File: config.mk
export PLATFORM = sky130hd
export DESIGN_NAME = miss_wait_alloc
export DESIGN_NICKNAME = d
export VERILOG_FILES = /design/src/rtl/mwr_pkg.sv /design/src/rtl/mwr_entry.sv /design/src/rtl/mwr_alloc.sv /design/src/rtl/mwr_fill_arb.sv /design/src/rtl/miss_wait_alloc.sv
export SDC_FILE = /design/constraint.sdc
export NUM_CORES = 1
export LEC_CHECK = 0
export BUFFER_PORTS_ARGS = -buffer_cell sky130_fd_sc_hd__buf_2
export CORE_ASPECT_RATIO = 0.75
export CORE_MARGIN = 4
export CORE_UTILIZATION = 55
export DETAILED_ROUTE_END_ITERATION = 7
export MAX_ROUTING_LAYER = met4
export PLACE_DENSITY = 0.8
export RECOVER_POWER = 50
export SYNTH_ARGS = -nofsm -noshare
export SYNTH_HDL_FRONTEND = slang
export SYNTH_SLANG_ARGS = --single-unit
File: constraint.sdc
create_clock -name clk_i -period 2.7 [get_ports clk_i]
set_input_delay 0.405 -clock clk_i [delete_from_list [all_inputs] [get_ports clk_i]]
set_output_delay 0.405 -clock clk_i [all_outputs]
set_load 0.05 [all_outputs]
File: src/rtl/mwr_pkg.sv
package mwr_pkg;

  typedef enum logic [1:0] {
    KIND_LOAD    = 2'd0,
    KIND_STORE   = 2'd1,
    KIND_PRELOAD = 2'd2,
    KIND_RSVD    = 2'd3
  } miss_kind_e;

  typedef struct packed {
    logic preload;
    logic lock;
  } wait_flags_t;

  function automatic wait_flags_t encode_flags(input logic [1:0] kind, input logic lock_in);
    wait_flags_t f;
    unique case (miss_kind_e'(kind))
      KIND_STORE:   f = '{preload: 1'b1, lock: 1'b0};
      KIND_PRELOAD: f = '{preload: 1'b1, lock: lock_in};
      default:      f = '{preload: 1'b0, lock: 1'b0};
    endcase
    return f;
  endfunction

endpackage

File: src/rtl/mwr_entry.sv
module mwr_entry
  import mwr_pkg::*;
#(
  parameter int PIPE_W  = 1,
  parameter int REQNO_W = 8,
  parameter int ADDR_W  = 32,
  parameter int PRIO_W  = 8,
  parameter int LAT_W   = 8
) (
  input  logic               clk_i,
  input  logic               rst_ni,
  input  logic               load_i,
  input  logic               release_i,
  input  logic [PIPE_W-1:0]  pipe_i,
  input  logic [REQNO_W-1:0] reqno_i,
  input  logic [ADDR_W-1:0]  addr_i,
  input  logic [PRIO_W-1:0]  prio_i,
  input  logic [1:0]         kind_i,
  input  logic               lock_i,
  input  logic [LAT_W-1:0]   latency_i,
  output logic               valid_o,
  output logic               ready_o,
  output logic [PIPE_W-1:0]  pipe_o,
  output logic [REQNO_W-1:0] reqno_o,
  output logic [ADDR_W-1:0]  addr_o,
  output logic [PRIO_W-1:0]  prio_o,
  output logic               preload_o,
  output logic               lock_o
);

  localparam int CNT_W = LAT_W + 1;

  logic [CNT_W-1:0] cnt_q;
  wait_flags_t      flags_d;

  assign flags_d = encode_flags(kind_i, lock_i);

  always_ff @(posedge clk_i or negedge rst_ni) begin
    if (!rst_ni) begin
      valid_o   <= 1'b0;
      cnt_q     <= '0;
      pipe_o    <= '0;
      reqno_o   <= '0;
      addr_o    <= '0;
      prio_o    <= '0;
      preload_o <= 1'b0;
      lock_o    <= 1'b0;
    end else if (load_i) begin
      valid_o   <= 1'b1;
      cnt_q     <= CNT_W'(latency_i) + CNT_W'(1);
      pipe_o    <= pipe_i;
      reqno_o   <= reqno_i;
      addr_o    <= addr_i;
      prio_o    <= prio_i - PRIO_W'(1);
      preload_o <= flags_d.preload;
      lock_o    <= flags_d.lock;
    end else if (release_i) begin
      valid_o <= 1'b0;
    end else if (valid_o && cnt_q != '0) begin
      cnt_q <= cnt_q - CNT_W'(1);
    end
  end

  assign ready_o = valid_o && (cnt_q == '0);

  AST_LOAD_INTO_FREE: assert property (@(posedge clk_i) disable iff (!rst_ni)
    load_i |-> !valid_o);
  AST_PRIO_STEP: assert property (@(posedge clk_i) disable iff (!rst_ni)
    load_i |=> prio_o == $past(prio_i) - PRIO_W'(1));
  AST_CNT_LOAD: assert property (@(posedge clk_i) disable iff (!rst_ni)
    load_i |=> cnt_q == CNT_W'($past(latency_i)) + CNT_W'(1));
  AST_CNT_STEP: assert property (@(posedge clk_i) disable iff (!rst_ni)
    (valid_o && cnt_q != '0 && !load_i) |=> (valid_o && cnt_q == $past(cnt_q) - CNT_W'(1)));
  AST_FLAGS_LOAD: assert property (@(posedge clk_i) disable iff (!rst_ni)
    (load_i && (kind_i == KIND_LOAD || kind_i == KIND_RSVD)) |=> (!preload_o && !lock_o));
  AST_FLAGS_STORE: assert property (@(posedge clk_i) disable iff (!rst_ni)
    (load_i && kind_i == KIND_STORE) |=> (preload_o && !lock_o));
  AST_FLAGS_PRELOAD: assert property (@(posedge clk_i) disable iff (!rst_ni)
    (load_i && kind_i == KIND_PRELOAD) |=> (preload_o && lock_o == $past(lock_i)));
  AST_RELEASE_EXPIRED: assert property (@(posedge clk_i) disable iff (!rst_ni)
    release_i |-> ready_o);

endmodule

File: src/rtl/mwr_alloc.sv
module mwr_alloc #(
  parameter int NUM_PIPES = 2,
  parameter int WAITS     = 2,
  parameter int PIPE_W    = 1,
  localparam int NUM_ENT  = NUM_PIPES * WAITS + 2
) (
  input  logic               clk_i,
  input  logic               rst_ni,
  input  logic               miss_valid_i,
  input  logic [PIPE_W-1:0]  miss_pipe_i,
  input  logic [NUM_ENT-1:0] valid_i,
  output logic [NUM_ENT-1:0] load_o,
  output logic               requeue_o
);

  localparam int SH_A = NUM_PIPES * WAITS;
  localparam int SH_B = SH_A + 1;

  logic own_found;

  always_comb begin
    load_o    = '0;
    requeue_o = 1'b0;
    own_found = 1'b0;
    if (miss_valid_i) begin
      for (int p = 0; p < NUM_PIPES; p++) begin
        for (int i = 0; i < WAITS; i++) begin
          if (PIPE_W'(p) == miss_pipe_i && !own_found && !valid_i[p*WAITS+i]) begin
            load_o[p*WAITS+i] = 1'b1;
            own_found         = 1'b1;
          end
        end
      end
      if (!own_found) begin
        if (!valid_i[SH_A])      load_o[SH_A] = 1'b1;
        else if (!valid_i[SH_B]) load_o[SH_B] = 1'b1;
        else                     requeue_o    = 1'b1;
      end
    end
  end

  AST_ALLOC_SINGLE: assert property (@(posedge clk_i) disable iff (!rst_ni)
    $onehot0(load_o));
  AST_ALLOC_XOR_REQUEUE: assert property (@(posedge clk_i) disable iff (!rst_ni)
    miss_valid_i |-> ($countones(load_o) + 32'(requeue_o)) == 1);

endmodule

File: src/rtl/mwr_fill_arb.sv
module mwr_fill_arb #(
  parameter int NUM_ENT = 6,
  localparam int IDX_W  = (NUM_ENT > 1) ? $clog2(NUM_ENT) : 1
) (
  input  logic               clk_i,
  input  logic               rst_ni,
  input  logic [NUM_ENT-1:0] ready_i,
  input  logic               fill_ready_i,
  output logic               any_o,
  output logic [IDX_W-1:0]   sel_o,
  output logic [NUM_ENT-1:0] grant_o
);

  always_comb begin
    any_o = 1'b0;
    sel_o = '0;
    for (int e = NUM_ENT - 1; e >= 0; e--) begin
      if (ready_i[e]) begin
        any_o = 1'b1;
        sel_o = IDX_W'(e);
      end
    end
  end

  assign grant_o = (any_o && fill_ready_i) ? (NUM_ENT'(1) << sel_o) : '0;

  AST_GRANT_SINGLE: assert property (@(posedge clk_i) disable iff (!rst_ni)
    $onehot0(grant_o));
  AST_GRANT_EXPIRED: assert property (@(posedge clk_i) disable iff (!rst_ni)
    (grant_o & ~ready_i) == '0);

endmodule

File: src/rtl/miss_wait_alloc.sv
module miss_wait_alloc #(
  parameter int NUM_PIPES = 2,
  parameter int WAITS     = 2,
  parameter int REQNO_W   = 8,
  parameter int ADDR_W    = 32,
  parameter int PRIO_W    = 8,
  parameter int LAT_W     = 8,
  localparam int PIPE_W   = (NUM_PIPES > 1) ? $clog2(NUM_PIPES) : 1
) (
  input  logic               clk_i,
  input  logic               rst_ni,
  input  logic               miss_valid_i,
  input  logic [PIPE_W-1:0]  miss_pipe_i,
  input  logic [1:0]         miss_kind_i,
  input  logic [REQNO_W-1:0] miss_reqno_i,
  input  logic [ADDR_W-1:0]  miss_addr_i,
  input  logic [PRIO_W-1:0]  miss_prio_i,
  input  logic               miss_lock_i,
  input  logic [LAT_W-1:0]   mem_latency_i,
  output logic               requeue_o,
  output logic               fill_valid_o,
  input  logic               fill_ready_i,
  output logic [PIPE_W-1:0]  fill_pipe_o,
  output logic [REQNO_W-1:0] fill_reqno_o,
  output logic [ADDR_W-1:0]  fill_addr_o,
  output logic [PRIO_W-1:0]  fill_prio_o,
  output logic               fill_preload_o,
  output logic               fill_lock_o
);

  localparam int NUM_ENT = NUM_PIPES * WAITS + 2;
  localparam int IDX_W   = (NUM_ENT > 1) ? $clog2(NUM_ENT) : 1;

  logic [NUM_ENT-1:0] ent_valid, ent_ready, ent_load, ent_grant;
  logic [NUM_ENT-1:0][PIPE_W-1:0]  ent_pipe;
  logic [NUM_ENT-1:0][REQNO_W-1:0] ent_reqno;
  logic [NUM_ENT-1:0][ADDR_W-1:0]  ent_addr;
  logic [NUM_ENT-1:0][PRIO_W-1:0]  ent_prio;
  logic [NUM_ENT-1:0] ent_preload, ent_lock;
  logic [IDX_W-1:0]   fill_sel;

  mwr_alloc #(
    .NUM_PIPES(NUM_PIPES),
    .WAITS    (WAITS),
    .PIPE_W   (PIPE_W)
  ) u_alloc (
    .clk_i       (clk_i),
    .rst_ni      (rst_ni),
    .miss_valid_i(miss_valid_i),
    .miss_pipe_i (miss_pipe_i),
    .valid_i     (ent_valid),
    .load_o      (ent_load),
    .requeue_o   (requeue_o)
  );

  for (genvar e = 0; e < NUM_ENT; e++) begin : g_ent
    mwr_entry #(
      .PIPE_W (PIPE_W),
      .REQNO_W(REQNO_W),
      .ADDR_W (ADDR_W),
      .PRIO_W (PRIO_W),
      .LAT_W  (LAT_W)
    ) u_entry (
      .clk_i    (clk_i),
      .rst_ni   (rst_ni),
      .load_i   (ent_load[e]),
      .release_i(ent_grant[e]),
      .pipe_i   (miss_pipe_i),
      .reqno_i  (miss_reqno_i),
      .addr_i   (miss_addr_i),
      .prio_i   (miss_prio_i),
      .kind_i   (miss_kind_i),
      .lock_i   (miss_lock_i),
      .latency_i(mem_latency_i),
      .valid_o  (ent_valid[e]),
      .ready_o  (ent_ready[e]),
      .pipe_o   (ent_pipe[e]),
      .reqno_o  (ent_reqno[e]),
      .addr_o   (ent_addr[e]),
      .prio_o   (ent_prio[e]),
      .preload_o(ent_preload[e]),
      .lock_o   (ent_lock[e])
    );
  end

  mwr_fill_arb #(
    .NUM_ENT(NUM_ENT)
  ) u_arb (
    .clk_i       (clk_i),
    .rst_ni      (rst_ni),
    .ready_i     (ent_ready),
    .fill_ready_i(fill_ready_i),
    .any_o       (fill_valid_o),
    .sel_o       (fill_sel),
    .grant_o     (ent_grant)
  );

  always_comb begin
    fill_pipe_o    = '0;
    fill_reqno_o   = '0;
    fill_addr_o    = '0;
    fill_prio_o    = '0;
    fill_preload_o = 1'b0;
    fill_lock_o    = 1'b0;
    for (int e = 0; e < NUM_ENT; e++) begin
      if (fill_sel == IDX_W'(e)) begin
        fill_pipe_o    = ent_pipe[e];
        fill_reqno_o   = ent_reqno[e];
        fill_addr_o    = ent_addr[e];
        fill_prio_o    = ent_prio[e];
        fill_preload_o = ent_preload[e];
        fill_lock_o    = ent_lock[e];
      end
    end
  end

  AST_REQUEUE_NO_CAPTURE: assert property (@(posedge clk_i) disable iff (!rst_ni)
    requeue_o |=> (ent_valid & ~$past(ent_valid)) == '0);
  AST_REQUEUE_NEEDS_MISS: assert property (@(posedge clk_i) disable iff (!rst_ni)
    !miss_valid_i |-> !requeue_o);
  AST_IDLE_NO_CAPTURE: assert property (@(posedge clk_i) disable iff (!rst_ni)
    !miss_valid_i |=> (ent_valid & ~$past(ent_valid)) == '0);
  AST_FILL_HOLD: assert property (@(posedge clk_i) disable iff (!rst_ni)
    (fill_valid_o && !fill_ready_i) |=> fill_valid_o);

endmodule

# --- After elaboration in Yosys (flattened, before gate mapping) ---
# Cells that the tools add are included.
word_totals:
  ff_bits: 366
  input_bits: 64
op_classes:
  eq_ne: 13
  n_addsub: 8
  n_reduce_logical: 58
  muxes: 100
  shifts: 1
  bitwise_logic: 1
op_table:
  columns: ["operator", "n"]
  rows:
  - ["$mux W32", 6]
  - ["$mux W9", 18]
  - ["$mux W8", 12]
  - ["$logic_not A9 Y1", 6]
  - ["$mux W1", 54]
  - ["$reduce_bool A9 Y1", 6]
  - ["$sub A9 B1 Y9 const B", 6]
  - ["$reduce_bool A2 Y1", 12]
  - ["$logic_and A1 B1 Y1", 20]
  - ["$mux W3", 6]
  - ["$mux W6", 2]
  - ["$ne A2 B2 Y1 const B", 6]
  - ["$reduce_and A2 Y1", 6]
  - ["$add A8 B1 Y9 const B", 1]
  - ["$sub A8 B1 Y8 const B", 1]
  - ["$logic_not A1 Y1", 7]
  - ["$eq A3 B2 Y1 const B", 2]
  - ["$eq A3 B3 Y1 const B", 2]
  - ["$shl A1 B3 Y6 const A", 1]
  - ["$pmux W2 S2", 1]
  - ["$eq A3 B1 Y1 const B", 1]
  - ["$logic_not A3 Y1", 1]
  - ["$eq A2 B1 Y1 const B", 1]
  - ["$eq A2 B2 Y1 const B", 1]
  - ["2 further kinds", 2]

# --- Logic depth before layout (Yosys ltp) ---
# Gate-level depths: netlist of run 1.
logic_depth:
  ltp_word: 23
  depth_mapped: 12
  mapped_depth_nobuf: 8

# --- Cells and area by module ---
# From an unflattened synthesis of run 1, not the netlist that was laid out.
hier_totals:
  cells_unflattened: 1635
  area_unflattened_um2: 19527.5
modules_own_cells:
  columns: ["mod", "seq_area_each_um2", "cells_each", "instances", "area_per_inst_um2"]
  rows:
  - ["mwr_entry at g_ent[0].u_entry ...", 1526.5, 209, 5, 2742.6]
  - ["miss_wait_alloc", 0.0, 354, 1, 2897.8]
  - ["mwr_entry at g_ent[4].u_entry", 1526.5, 205, 1, 2706.3]
  - ["mwr_fill_arb", 0.0, 18, 1, 111.4]
  - ["mwr_alloc", 0.0, 13, 1, 98.8]

# --- Least setup slack after synthesis of run 1 ---
# Ideal clock, no wire load.
synth_path:
  path_kind: "register to output"
  startpoint: "reg g_ent[4].u_entry.cnt_q[6]"
  endpoint: "out fill_reqno_o[6]"
  path_slack_ns: -0.913
  path_stages_with_launch: 7
  n_path_buf: 0
  arrival_ns: 3.208
  path_cell_list: "dfrtp_1 or4_4 or4_4 a211oi_1 and2_1 a2111oi_0 a211oi_1"
synth_via:
  elab_chain_cells: 14
  elab_cells_between_ends: 19
  cone_classes: "5 x eq/ne; 11 x mux; 3 x reduce/logical"
synth_lines:
  columns: ["item", "line", "rtl"]
  rows:
  - ["start, declared", "mwr_entry.sv:33", "logic [CNT_W-1:0] cnt_q;"]
  - ["start signal, assigned", "mwr_entry.sv:50", "cnt_q <= CNT_W'(latency_i) + CNT_W'(1);"]
  - ["start signal, assigned", "mwr_entry.sv:60", "cnt_q <= cnt_q - CNT_W'(1);"]
  - ["$logic_not A9 Y1 (*)", "mwr_entry.sv:64", "assign ready_o = valid_o && (cnt_q == '0);"]
  - ["$logic_and A1 B1 Y1 (*)", "mwr_entry.sv:64", null]
  - ["$mux W3 (*) (5 in series)", "mwr_fill_arb.sv:18", "if (ready_i[e]) begin"]
  - ["$logic_not A3 Y1", "miss_wait_alloc.sv:106", "if (fill_sel == IDX_W'(e)) begin"]
  - ["$mux W8 (5 in series)", "miss_wait_alloc.sv:106", null]
  - ["$mux W8 (*)", "miss_wait_alloc.sv:106", null]
  - ["end, declared", "miss_wait_alloc.sv:24", "output logic [REQNO_W-1:0] fill_reqno_o,"]
# Every way passes the cells marked *; elsewhere a longest branch is shown, timed or not.

# --- Worst setup path after layout of run 1 ---
layout_path:
  startpoint: "reg g_ent[4].u_entry.cnt_q[4]"
  endpoint: "out fill_lock_o"
layout_via:
  elab_chain_cells: 14
  elab_cells_between_ends: 19
  cone_classes: "5 x eq/ne; 11 x mux; 3 x reduce/logical"
layout_lines:
  columns: ["item", "line", "rtl"]
  rows:
  - ["$logic_not A9 Y1 (*)", "mwr_entry.sv:64", null]
  - ["$logic_and A1 B1 Y1 (*)", "mwr_entry.sv:64", null]
  - ["$mux W3 (*) (5 in series)", "mwr_fill_arb.sv:18", null]
  - ["$logic_not A3 Y1", "miss_wait_alloc.sv:106", null]
  - ["$mux W1 (5 in series)", "miss_wait_alloc.sv:106", null]
  - ["$mux W1 (*)", "miss_wait_alloc.sv:106", null]
  - ["end, declared", "miss_wait_alloc.sv:28", "output logic fill_lock_o"]
# Marked as above.

==> results of run 1 <==
==> worst max-delay path: cells and delay by family, from the launching register on <==
| kind | cells | cell delay (ns) |
|---|---|---|
| AO/OA/AOI/OAI | 4 | 0.70 |
| AND/OR/NAND/NOR | 2 | 0.78 |
| buffers and inverters | 5 | 0.91 |
| flip-flops | 1 | 0.38 |
==> sequential cells by signal (all words and copies together), names as in the netlist <==
register	flops
g_ent.u_entry.valid_o	6
g_ent.u_entry.preload_o	6
g_ent.u_entry.addr_o	192
g_ent.u_entry.prio_o	48
g_ent.u_entry.lock_o	6
g_ent.u_entry.pipe_o	6
g_ent.u_entry.reqno_o	48
g_ent.u_entry.cnt_q	54
==> cells by family (layout without fill, tap and decap cells) <==
group,after synthesis,in the layout,synth area share
flops,366,366,0.515
compound gates,322,322,0.111
fa+ha+maj,15,15,0.0105
buf+inv,140,433,0.0333
mux,180,180,0.110
xor+xnor,46,46,0.0226
simple gates,835,835,0.198
other cells,0,3,0
==> metal layers <==
layer  up-vias  track usage  share of wire
met5         -            -              0
met4         0        0.112          0.037
met3       220       0.0586          0.095
met2       992        0.501           0.48
met1      8033        0.426           0.39
li1       7060            -              -
==> layout make-up <==
type                       instances  area share
multi-input combinational       1398       0.409
sequential                       366       0.380
timing repair buffer             343       0.132
clock buffer                      58      0.0485
tap                              435      0.0226
clock inverter                    12     0.00498
inverter                          20     0.00311
antenna                            3    0.000311
==> metrics by stage <==
stage                     total power [mW]  hold slack [ns]
after CTS                             25.5            0.106
final                                 26.6            0.131
after global placement                18.7            0.367
after global routing                  28.0            0.140
after detailed placement              19.3            0.370
after floorplan                       16.1            0.109
==> synth_stat cells (3+ instances only) <==
| cell type | number | area (um2) |
|---|---|---|
| nor2_1 | 64 | 240 |
| nor4_1 | 13 | 81.3 |
| inv_1 | 20 | 75.1 |
| o22ai_1 | 17 | 106 |
| ha_1 | 15 | 188 |
| buf_4 | 3 | 22.5 |
| a211oi_1 | 8 | 60.1 |
| o21a_1 | 3 | 22.5 |
| and2_1 | 4 | 25.0 |
| xor2_1 | 16 | 140 |
| nor3b_1 | 3 | 22.5 |
| nand4_1 | 4 | 25.0 |
| or3_1 | 7 | 43.8 |
| clkbuf_1 | 73 | 274 |
| o31ai_1 | 4 | 30.0 |
| a21oi_1 | 103 | 515 |
| nand3_1 | 52 | 260 |
| mux2_2 | 126 | 1420 |
| buf_2 | 20 | 100 |
| nor3_1 | 28 | 140 |
| a21boi_0 | 6 | 45.0 |
| buf_1 | 20 | 75.1 |
| xnor2_1 | 30 | 263 |
| buf_6 | 4 | 45.0 |
| mux2i_1 | 54 | 541 |
| a211o_1 | 12 | 105 |
| a31oi_1 | 13 | 81.3 |
| dfrtp_1 | 366 | 9160 |
| a21bo_2 | 3 | 30.0 |
| nand2_1 | 613 | 2300 |
| nand2b_1 | 3 | 18.8 |
| and3b_1 | 3 | 26.3 |
| nor4b_1 | 7 | 61.3 |
| a2111oi_0 | 3 | 26.3 |
| o221ai_1 | 32 | 280 |
| o21ai_0 | 101 | 505 |
| and3_1 | 18 | 113 |
==> final timing paths <==
path / start / end / slack (ns) / cells past startpoint
hold reg to reg: g_ent[1].u_entry.addr_o[25] / g_ent[1].u_entry.addr_o[25] / 0.47 / 2
setup / recovery: g_ent[4].u_entry.cnt_q[4] / fill_lock_o / -1.03 / 11
min in group asynchronous: rst_ni / g_ent[4].u_entry.prio_o[7] / 0.77 / 2
max in group asynchronous: rst_ni / g_ent[2].u_entry.addr_o[11] / 0.32 / 3
hold / removal: fill_ready_i / g_ent[4].u_entry.valid_o / 0.13 / 2
setup reg to reg: g_ent[4].u_entry.cnt_q[4] / g_ent[4].u_entry.valid_o / 0.20 / 8
==> timing repair <==
item                       in CTS  in global routing
setup buffers                   8                 17
setup endpoints to repair      52                 52
pin swaps                      10                 22
gates resized for setup       154                162
hold endpoints to repair       48                  0
hold buffers                    1                  0
cloned                          1                  4
==> where the power goes <==
| group | internal, mW | total [mW] | leakage, nW | switching [mW] |
|---|---|---|---|---|
| Sequential | 8.08 | 10.0 | 4.47 | 1.94 |
| Clock | 3.20 | 5.44 | 0.637 | 2.25 |
| Combinational | 5.12 | 11.2 | 6.08 | 6.04 |
| Total | 16.4 | 26.6 | 11.2 | 10.2 |
==> placed cells by master (no fill, tap or decap), types with 10 or more instances in the layout <==
cell       synthesis  layout
a21oi_1          103      71
o221ai_4           0      31
xor2_1            16      16
mux2_2           126     119
dfrtp_1          366     366
nor3_1            28      27
o21ai_0          101      96
ha_1              15      14
buf_4              3     167
nand3_2            0      26
inv_1             20      17
buf_2             20      63
nand3_1           52      24
buf_6              4      64
buf_12             0      30
o22ai_1           17      13
clkbuf_16          0      45
mux2i_2            0      14
a21oi_4            1      23
xnor2_1           30      30
and3_1            18      14
a21oi_2            0      10
nor2_1            64      60
nand2_1          613     608
mux2i_1           54      28
mux2i_4            0      12
==> metrics, run 1 <==
DRT iter0 DRCs 1835; final hold violation count 0; failing checks negative setup slack; Max Cap Viol 0; Vias/cell 6.19; CTS clk-pin slew, worst paths 0.07 ns; GRT Util Overall 0.320; Synth Area per Inst 9.35 um2; Final Cell Area 24100 um2; Net Count, Synth 1983; largest net degree at the start of global routing 79; die height 164 um; core area 31600 um2; I/O pin cnt 117; Starting Density 0.563; min Tclk post-route 3.73 ns; arrival time of the worst setup path 3.33 ns; #FFs+latches synth 366; fillers 1870; Slew Limit Headroom 0.0403; Final Setup Violations 52; fin crit share 1.38; RSZ-0062 raised after global routing yes; worst slack, placed -0.503 ns; CTS root buffer clkbuf_16; fraction of registers with async set or reset after synthesis 1.00; area of the multi-input gates 9860 um2; Overflow after GRT 0; Die ar. 35300 um2; total number of vias 16.3k; post-route ant nets 0; routed len/inst 22.5 um; Mapped Area 17800 um2; number of flops mapped to enable cells by yosys 0; non-filler instance count after layout 2635; placed cell areas 21200 um2; layout cells sized above 1 0.332; num rows 56; FF/Latch Area 9160 um2; Mapped Cells 1904; clock latency on the worst-skew pair 0.53 ns; measured slew at the worst slew-check pin 1.44 ns; Placed Instances 2533; Pins Over Slew Limit 0; run status finished with violations; total CTS buffers 38; Min-Delay Path Class primary input to flip-flop; crit start category flip-flop; vias in the first global route 16.3k; final worst setup slack -1.03 ns; LEAKAGE 11.2 nW; Distinct cells, synth 62; first-pass GRT wire length 87800 um; VDD IR-drop max 0.000971 V; Max stage delay on crit path 0.57 ns; setup_tns -48.73 ns; Die Wd 216 um; sequential area share after synthesis 0.515; # DRC 0; synthesis-to-finish area growth 35.5%; Cell Chain, Critical Path or4_4 -> buf_4 -> nor4_4 -> o211ai_1 -> buf_4 -> a2bb2oi_4 -> buf_6 -> buf_12 -> a21oi_4 -> o221ai_4 -> buf_6; clock buffer depth 3; detailed-router iteration count before antenna repair 7; worst setup path class flip-flop to output pin; slowest CP cell or4_4; CP endpoint kind output pin; detailed placer's ending HPWL 35300 um; Worst Path Max Fanout 8; yosys warns 0; main flop type after synthesis dfrtp_1; Final GP Congestion 0.921; Crit path required time 2.30 ns; Final Skew 0.0167 ns; number of antenna violations at the first check in global routing 3; H-tree depth 2; CTS tree built; Final nets 2246; fin util 0.763; PwrDens 1100 nW/um2; fmax 0.268 GHz; WL final 59200 um; CTS sink count 366; Port-buffer cells 116
No activity file was read; power rests on OpenSTA's default activity.
==> run 2, diff against run 1 <==
--- a/config.mk
+++ b/config.mk
@@ -5,7 +5,7 @@
 export SDC_FILE = /design/constraint.sdc
 export NUM_CORES = 1
 export LEC_CHECK = 0
-export BUFFER_PORTS_ARGS = -buffer_cell sky130_fd_sc_hd__buf_2
+export BUFFER_PORTS_ARGS = -buffer_cell sky130_fd_sc_hd__buf_4
 export CORE_ASPECT_RATIO = 0.75
 export CORE_MARGIN = 4
 export CORE_UTILIZATION = 55
==> run 2 against run 1 <==
The run ends with max-capacitance violations, max-slew violations, negative setup slack left. Final area is 0.88% lower. Combinational power is 4% lower. First-iteration DRC count is 11% lower. Core utilization is 0.67 points lower. Maximum frequency is 1.7% higher. Sequential cell count stayed put. Non-clock buffer count is 5 lower. Sequential power hardly changed. Clock skew hardly changed.
==> metrics, run 2 (synthesis gave the netlist of run 1 again) <==
Flop pwr share 0.376; internal power 16.4 mW; Final Skew 0.0171 ns; CTS sink count 366; detailed placer's ending HPWL 35400 um; num rows 56; VDD IR-drop max 0.000779 V; I/O pin cnt 117; antenna cells 0; measured slew at the worst slew-check pin 2.17 ns; sw frac 0.375; Largest register FFs 192; first-pass GRT wire length 88000 um; final hold violation count 0; worst slack, placed -0.450 ns; fmax 0.273 GHz; Final nets 2240; Min-Delay Path Class primary input to flip-flop; min Tclk post-route 3.67 ns; total power 26.2 mW; Comb power frac 0.408; hold depth 3; Top Registers g_ent.u_entry.addr_o (192), g_ent.u_entry.cnt_q (54); die height 164 um; Overflow after GRT 0; H-tree depth 2; CTS tree built; Final Setup Violations 52; core area 31600 um2; clock buffer depth 3; Cell Chain, Critical Path or4_4 -> or4_4 -> and4_4 -> a21oi_4 -> buf_6 -> o22ai_1 -> a211o_2 -> buf_8; reg2reg start g_ent[4].u_entry.cnt_q[5]; Pins Over Slew Limit 81; RSZ-0062 raised after global routing yes; Final GP Congestion 0.916; met3 usage 0.0584; Final Cell Area 23900 um2; WL final 56100 um; largest register by flop count g_ent.u_entry.addr_o; Port-buffer cells 116; Die Wd 216 um; Worst Path Max Fanout 6; R2R cell count 10; fillers 1943; commonest non-fill, non-tap cells in the layout 608 x nand2_1, 366 x dfrtp_1, 226 x buf_4; LEAKAGE 11.2 nW; arrival time of the worst setup path 3.26 ns; CTS root buffer clkbuf_16; fin util 0.756; slowest CP cell or4_4; DRT iter0 DRCs 1630; setup_tns -46.04 ns; routed len/inst 21.4 um; Max Cap Viol 1; cell with the most instances on the worst path or4_4; total CTS buffers 37; final worst setup slack -0.968 ns; synthesis-to-finish area growth 34.4%; Clk network pwr share 0.215; layout cells sized above 1 0.314; crit start category flip-flop; worst setup path class flip-flop to output pin; M2 GR Usage 0.501; clock latency on the worst-skew pair 0.54 ns; Starting Density 0.563; # DRC 0; Placed Instances 2539; fin crit share 1.36; failing checks max-capacitance violations, max-slew violations, negative setup slack; CTS clk-pin slew, worst paths 0.07 ns; post-route ant nets 0; hold_sp miss_addr_i[23]; PwrDens 1100 nW/um2; commonest non-fill, non-tap cell in the layout nand2_1; CP endpoint kind output pin; Slew Limit Headroom -0.447; Crit path required time 2.30 ns; non-filler instance count after layout 2625; run status finished with violations; met1 usage 0.423; placed cell areas 21600 um2; detailed-router iteration count before antenna repair 5; final hold slack 0.0929 ns; GRT Util Overall 0.320; vias in the first global route 16.4k; Die ar. 35300 um2; number of antenna violations at the first check in global routing 0; total number of vias 15.9k; largest net degree at the start of global routing 81; Vias/cell 6.06; Sw Pwr 9.81 mW; GR peak layer met2; Worst Hold Path EP g_ent[0].u_entry.addr_o[23]; Reg2Reg Setup Slack 0.06 ns; reg-to-reg critical path endpoint g_ent[5].u_entry.valid_o; Max stage delay on crit path 0.57 ns
==> run 2: worst max path at each step <==
stage | start | end | slack [ns] | depth (start not counted)
floorplan | g_ent[4].u_entry.cnt_q[6] | fill_reqno_o[6] | -0.29 | 6
global placement | g_ent[4].u_entry.cnt_q[6] | fill_reqno_o[1] | -0.45 | 8
detailed placement | g_ent[4].u_entry.cnt_q[6] | fill_reqno_o[1] | -0.45 | 8
CTS | g_ent[4].u_entry.cnt_q[4] | fill_addr_o[14] | -0.92 | 8
global route | g_ent[4].u_entry.cnt_q[5] | fill_addr_o[10] | -1.02 | 9
finish | g_ent[4].u_entry.cnt_q[5] | fill_prio_o[3] | -0.97 | 8
==> run 2: repair_timing <==
item	4_1_cts	5_1_grt
endpoints found under the setup margin	53	52
resized for setup	119	57
hold endpoints to repair	71	0
pin swaps	9	15
hold buffers	1	0
cloned	2	2
buffers inserted	5	9
==> run 2: routing by layer <==
metal	vias to the layer above	part of all wire	wire, um
li1	7037	-	-
met4	0	0.033	1840
met5	-	0	0
met3	158	0.087	4900
met2	843	0.48	26700
met1	7876	0.40	22600
==> run 2: area by class of cell <==
cell class | instances | area, um2 | area share
clock buffer | 54 | 1120 | 0.0469
clock inverter | 14 | 208 | 0.00869
inverter | 20 | 75.1 | 0.00314
multi-input combinational | 1398 | 9500 | 0.397
sequential | 366 | 9160 | 0.383
tap | 435 | 544 | 0.0228
timing repair buffer | 338 | 3300 | 0.138
==> run 2: power by group through the flow <==
stage          logic [mW]  registers [mW]  clock network (mW)
2_1_floorplan        6.79            9.34                   0
3_3_place_gp         9.53            9.45                   0
3_5_place_dp         9.94            9.65                   0
4_1_cts              10.4            9.70                5.68
5_1_grt              11.6            10.1                5.92
6_report             10.7            9.85                5.64
==> run 2: worst max-delay path: cells and delay by family (launching register included) <==
kind | cells | cell delay, ns
DFF | 1 | 0.38
buffers and inverters | 2 | 0.32
and+or+nand+nor | 3 | 1.34
AOI/OAI and AO/OA | 3 | 0.67
